===== config.mk =====
export PLATFORM = sky130hd
export DESIGN_NAME = irq_ctrl8
export DESIGN_NICKNAME = d
export VERILOG_FILES = /design/src/rtl/irqc_pkg.sv /design/src/rtl/irqc_mode_reg.sv /design/src/rtl/irqc_pend.sv /design/src/rtl/irqc_pick.sv /design/src/rtl/irq_ctrl8.sv
export SDC_FILE = /design/constraint.sdc
export NUM_CORES = 1
export LEC_CHECK = 0
export BUFFER_PORTS_ARGS = -buffer_cell sky130_fd_sc_hd__buf_2
export CAP_MARGIN = 15
export CORE_AREA = 2 2 55 57
export CTS_CLUSTER_SIZE = 10
export DETAILED_ROUTE_END_ITERATION = 7
export DIE_AREA = 0 0 57 59
export PLACE_DENSITY = 0.68
export SLEW_MARGIN = 30
export SYNTH_ARGS = -nofsm -noshare
export SYNTH_HDL_FRONTEND = slang
export SYNTH_SLANG_ARGS = --single-unit

===== constraint.sdc =====
create_clock -name clk -period 3.65 [get_ports clk]
set_input_delay 0 -clock clk [delete_from_list [all_inputs] [get_ports clk]]
set_output_delay 0 -clock clk [all_outputs]
set_load 0.02 [all_outputs]

===== src/rtl/irqc_pkg.sv =====
// Package: shared sizes and register selects for the interrupt controller.
// Assumes the register map has four entries, decoded from a 2-bit address.
package irqc_pkg;
    localparam int unsigned SRC_N  = 8;
    localparam int unsigned DATA_W = 8;
    localparam int unsigned ADDR_W = 2;

    typedef enum logic [ADDR_W-1:0] {
        SEL_MODE  = 2'd0,
        SEL_PEND  = 2'd1,
        SEL_FLUSH = 2'd2,
        SEL_TOP   = 2'd3
    } reg_sel_e;
endpackage


===== src/rtl/irqc_mode_reg.sv =====
// Module: per-line mode register (1 = level, 0 = rising edge).
// Assumes the write strobe is already decoded for this register.
module irqc_mode_reg #(
    parameter int unsigned N = 8
) (
    input  logic         clk,
    input  logic         rst_n,
    input  logic         load_i,
    input  logic [N-1:0] data_i,
    output logic [N-1:0] mode_o
);
    // Hold the mode bits; they reset to all-edge.
    always_ff @(posedge clk) begin
        if (!rst_n)      mode_o <= '0;
        else if (load_i) mode_o <= data_i;
    end
endmodule


===== src/rtl/irqc_pend.sv =====
// Module: pending-request vector with per-line edge capture.
// Assumes irq_i is already synchronous to clk. An edge bit clears on flush_i
// or on its own retire_i bit unless a new edge arrives in the same cycle.
// A level bit copies the input and ignores every clear.
module irqc_pend #(
    parameter int unsigned N = 8
) (
    input  logic         clk,
    input  logic         rst_n,
    input  logic [N-1:0] irq_i,
    input  logic [N-1:0] mode_i,
    input  logic         flush_i,
    input  logic [N-1:0] retire_i,
    output logic [N-1:0] pend_o
);
    logic [N-1:0] prev_q;

    for (genvar g = 0; g < N; g++) begin : g_line
        logic rise;
        logic drop;
        assign rise = irq_i[g] & ~prev_q[g];
        assign drop = flush_i | retire_i[g];

        // Track the previous input sample and update this line's pending bit.
        always_ff @(posedge clk) begin
            if (!rst_n) begin
                prev_q[g] <= 1'b0;
                pend_o[g] <= 1'b0;
            end else begin
                prev_q[g] <= irq_i[g];
                if (mode_i[g]) pend_o[g] <= irq_i[g];
                else           pend_o[g] <= rise | (pend_o[g] & ~drop);
            end
        end
    end
endmodule


===== src/rtl/irqc_pick.sv =====
// Module: fixed-priority picker; the lowest-numbered pending line wins.
// Gives the winner's number and a one-hot select, both zero when idle.
module irqc_pick #(
    parameter int unsigned N     = 8,
    parameter int unsigned IDX_W = $clog2(N)
) (
    input  logic [N-1:0]     pend_i,
    output logic [IDX_W-1:0] idx_o,
    output logic [N-1:0]     sel_o
);
    // Scan from the lowest priority upwards so the lowest index wins last.
    always_comb begin
        idx_o = '0;
        sel_o = '0;
        for (int i = N - 1; i >= 0; i--) begin
            if (pend_i[i]) begin
                idx_o    = IDX_W'(i);
                sel_o    = '0;
                sel_o[i] = 1'b1;
            end
        end
    end
endmodule


===== src/rtl/irq_ctrl8.sv =====
// Module: eight-line interrupt controller top.
// Register map: 0 mode (rw), 1 pending (ro), 2 flush-on-read, 3 top line (read retires).
// Read data is combinational on addr; read side effects need rd_en at the clock edge.
module irq_ctrl8
    import irqc_pkg::*;
#(
    parameter int unsigned N_SRC = SRC_N,
    parameter int unsigned DW    = DATA_W
) (
    input  logic              clk,
    input  logic              rst_n,
    input  logic [ADDR_W-1:0] addr,
    input  logic [DW-1:0]     wdata,
    input  logic              wr_en,
    input  logic              rd_en,
    output logic [DW-1:0]     rdata,
    input  logic [N_SRC-1:0]  irq_in,
    output logic              irq_out
);
    localparam int unsigned IDX_W = $clog2(N_SRC);

    logic [N_SRC-1:0] mode_q;
    logic [N_SRC-1:0] pend_q;
    logic [N_SRC-1:0] top_sel;
    logic [IDX_W-1:0] top_idx;
    logic             load_mode;
    logic             do_flush;
    logic [N_SRC-1:0] do_retire;
    logic             irq_q;

    assign load_mode = wr_en && (addr == SEL_MODE);
    assign do_flush  = rd_en && (addr == SEL_FLUSH);
    assign do_retire = (rd_en && (addr == SEL_TOP)) ? top_sel : '0;

    irqc_mode_reg #(.N(N_SRC)) u_mode (
        .clk    (clk),
        .rst_n  (rst_n),
        .load_i (load_mode),
        .data_i (wdata[N_SRC-1:0]),
        .mode_o (mode_q)
    );

    irqc_pend #(.N(N_SRC)) u_pend (
        .clk      (clk),
        .rst_n    (rst_n),
        .irq_i    (irq_in),
        .mode_i   (mode_q),
        .flush_i  (do_flush),
        .retire_i (do_retire),
        .pend_o   (pend_q)
    );

    irqc_pick #(.N(N_SRC), .IDX_W(IDX_W)) u_pick (
        .pend_i (pend_q),
        .idx_o  (top_idx),
        .sel_o  (top_sel)
    );

    // Select read data for the addressed register.
    always_comb begin
        rdata = '0;
        unique case (addr)
            SEL_MODE:  rdata[N_SRC-1:0] = mode_q;
            SEL_PEND:  rdata[N_SRC-1:0] = pend_q;
            SEL_FLUSH: rdata = '0;
            SEL_TOP:   rdata[IDX_W-1:0] = top_idx;
            default:   rdata = '0;
        endcase
    end

    // Register the combined request.
    always_ff @(posedge clk) begin
        if (!rst_n) irq_q <= 1'b0;
        else        irq_q <= |pend_q;
    end
    assign irq_out = irq_q;
endmodule


==> metrics.md <==
| Metric | Value |
|---|---|
| Psw | `148 uW` |
| Worst R2R Setup Slack | `2380 ps` |
| Num rows | `19` |
| I/O pins | `31` |
| Critical path capture point type | `primary output` |
| Post-layout min period | `1620 ps` |
| Sequential power share | `between 50% and 60%` |
| Cell Chain, Critical Path | `inv_1 > a2111oi_0 > nand2_1 > nand2_1 > buf_2` |
| Distinct cell type count after synthesis | `34` |
| Iter 0 DRT Violations | `39` |
| CP required | `3650 ps` |
| Max Cap Viol | `0` |
| VDD IR max | `0.219 mV` |
| Worst reg2reg path depth | `4` |
| Buf+Inv Stages, Crit Path | `2` |
| Initial Util | `44.3%` |
| # DRC | `0` |
| TritonCTS Sinks | `25` |
| Seq/Total Area, Yosys | `41.7%` |
| CP Capture Point | `rdata[0]` |
| Clk network pwr share | `22.4%` |
| Arr. time, crit path | `1620 ps` |
| Vias in the first global route | `1050` |
| Hold Fails Final Rpt | `0` |
| Post-DP HPWL | `2020 microns` |
| First-pass GRT wire length | `4620 microns` |
| Worst path most repeated cell | `nand2_1` |
| Lkg Pwr | `0.000651 uW` |
| Tcrit/Tclk final | `roughly 44%` |
| RSZ-0062 raised after global routing | `false` |
| Status | `completed` |
| Final ANT Viol Nets | `0` |
| Synthesized area | `1200 sq um` |
| Root Driver | `clkbuf_4` |
| Synthesis-to-finish area growth | `27.2%` |
| Critical path startpoint | `u_pend.pend_o[3]$_SDFF_PN0_` |
| GPL Wtd Cong | `between 0.8 and 0.9` |
| Critical Path Max Stage Delay | `~450 ps` |
| Critical path depth | `5` |
| Cells after synthesis | `139` |
| Proportion of layout cells with a drive suffix above 1 | `22.0%` |
| Buffers on Ports | `30` |
| Rel. slew slack | `75.3%` |
| Die ar. | `3360 sq um` |
| Start of the worst register-to-register path | `u_pend.pend_o[3]$_SDFF_PN0_` |
| Die W | `around 57 microns` |
| FF+latch count, synth | `25` |
| Comb pwr share | `between 10% and 20%` |
| Die H | `around 59 microns` |
| Clock buffer count from CTS | `3` |
| Final setup skew | `12.8 ps` |
| Max FO, Critical Path | `4` |
| Htree depth | `1` |
| Pwr dens | `349 nW/um^2` |
| Setup violators final | `0` |
| Fillers | `~260` |
| RR Endpoint | `u_pend.pend_o[5]$_SDFF_PN0_` |
| Setup_tns | `0 ps` |
| Top delay family on crit path | `flip-flops` |
| Net count after synthesis | `161` |
| Initial antenna violation count | `0` |
| Hold depth | `4` |
| Switching Share | `27.8%` |
| Longest Clk Path Bufs | `2` |
| FMAX | `0.617 GHz` |
| Placeable Area | `2710 sq um` |
| YS warnings | `0` |
| Largest net degree at the start of global routing | `21` |
| Critical Path Start Type | `flop` |
| Vias per std cell | `5.14` |
| Drt pass-1 iters | `4` |
| Internal Power | `384 uW` |
| Syn_area_per_cell | `8.64 sq um` |
| Drt wl/cell | `13.0 microns` |
| CTS clk-pin slew, worst paths | `120 ps` |
| Grt ovf | `0` |
| Routed vias | `1094` |
| Pins over their slew limit | `0` |
| Gr usage total | `17.8%` |
| Crit Path Class | `reg2out` |
| Worst path slowest cell | `dfxtp_1` |
| Drt total wl | `2780 microns` |
| Worst slew pin tran | `361 ps` |
| Overall Power | `533 uW` |
| CTS tree | `built` |
| Post-CTS Setup Repair Bufs | `0` |
| Nets | `205` |
| Worst min-delay path class | `in2reg` |
| # diodes | `0` |
| Worst-Skew Late Latency | `310 ps` |
==> worst min-delay path, stage by stage <==
cell	delay [ps]
buf_2	120
nand2_1	70
nand3b_1	80
a21boi_1	50
==> power by group through the flow <==
stage | clock [uW] | combinational, uW | sequential [uW]
4_1_cts | 124 | 103 | 311
2_1_floorplan | 0 | 69.2 | 310
3_3_place_gp | 0 | 87.2 | 315
3_5_place_dp | 0 | 89.4 | 317
5_1_grt | 140 | 113 | 314
6_report | 119 | 102 | 311
==> state kept, by name (all words and copies together) (netlist names) <==
signal,cells
u_pend.prev_q,8
u_mode.mode_o,8
irq_out,1
u_pend.pend_o,8
==> metal layers <==
layer | vias to the layer above | wire (microns) | GRT usage (%)
li1 | 564 | - | -
met2 | 31 | 1300 | 28.1
met5 | - | 0 | 0
met4 | 0 | 17 | 5.98
met3 | 2 | 177 | 4.37
met1 | 497 | 1280 | 24.0
==> cell usage after synthesis <==
library cell | instances | area (sq um)
dfxtp_1 | 25 | 500
nand2_1 | 21 | 78.8
inv_1 | 12 | 45.0
a21boi_1 | 10 | 75.1
and2_1 | 9 | 56.3
nor2_1 | 9 | 33.8
o21ai_0 | 9 | 45.0
mux2i_1 | 5 | 50.1
o21ai_1 | 5 | 25.0
buf_2 | 3 | 15.0
buf_6 | 2 | 22.5
nand3b_1 | 2 | 15.0
nor2b_1 | 2 | 12.5
nor3_1 | 2 | 10.0
nor3b_1 | 2 | 15.0
nor4_1 | 2 | 12.5
o41ai_2 | 2 | 32.5
a2111oi_0 | 1 | 8.76
a221o_1 | 1 | 10.0
a221oi_1 | 1 | 8.76
a22oi_1 | 1 | 7.51
buf_4 | 1 | 7.51
clkbuf_1 | 1 | 3.75
nand2_4 | 1 | 11.3
nand3_1 | 1 | 5.00
nand4_2 | 1 | 12.5
nand4b_1 | 1 | 8.76
nor4_2 | 1 | 12.5
nor4_4 | 1 | 21.3
o211ai_1 | 1 | 7.51
o311ai_1 | 1 | 8.76
o31ai_1 | 1 | 7.51
o41ai_1 | 1 | 8.76
or2_2 | 1 | 6.26
==> cell type report <==
class / count / area (sq um) / area share (%)
Clock buffer: 4 / 26.3 / 1.72
Inverter: 12 / 45.0 / 2.95
Multi-Input combinational cell: 95 / 607 / 39.7
Sequential cell: 25 / 500 / 32.8
Tap cell: 31 / 38.8 / 2.54
Timing Repair Buffer: 46 / 310 / 20.3
==> layout by cell type, fill, tap and decap left out, types with 2 or more instances in the layout <==
cell and count:
nand3b_1 2, nor3b_1 2, buf_2 30, dfxtp_1 25
nor4_1 2, o41ai_2 2, inv_1 12, dlygate4sd3_1 16
mux2i_1 5, o21ai_1 5, o21ai_0 9, and2_1 9
nand2_1 21, a21boi_1 10, nor3_1 2, clkbuf_4 3
nor2_1 9, nor2b_1 2
==> worst min path at each step <==
stage                     slack [ps]       from                     endpoint
after global routing              60      rd_en  u_pend.pend_o[0]$_SDFF_PN0_
after floorplan                  120  irq_in[0]  u_pend.prev_q[0]$_SDFF_PN0_
after detailed placement         230  irq_in[3]  u_pend.prev_q[3]$_SDFF_PN0_
final                             50      rd_en  u_pend.pend_o[0]$_SDFF_PN0_
after CTS                         40      rd_en  u_pend.pend_o[0]$_SDFF_PN0_
after global placement           220  irq_in[0]  u_pend.prev_q[0]$_SDFF_PN0_
==> logic make-up after synthesis <==
logic type             Yosys count  synth area share [%]
AO/OA/AOI/OAI                   34                  20.4
AND/OR/NAND/NOR                 56                  25.9
buffers and inverters           19                  7.81
flip-flops                      25                  41.7
multiplexers                     5                  4.17
==> per-stage QoR <==
stage / cell area, sq um / setup WS, ps / hold WS, ps / instances / utilization [%]
after floorplan: 1200 / 2500 / 122 / 139 / -
after global placement: 1340 / 2410 / 219 / 193 / 49.5
after detailed placement: 1340 / 2380 / 226 / 193 / 49.5
after CTS: 1530 / 2030 / 36.6 / 213 / 56.4
after global routing: 1530 / 1770 / 57.6 / 213 / 56.4
final: 1530 / 2030 / 51.3 / 213 / 56.4
==> what timing repair did <==
action	CTS	global route
resized for setup	0	0
hold endpoints to repair	17	0
hold buffers	16	0
No activity file was read; power rests on OpenSTA's default activity.
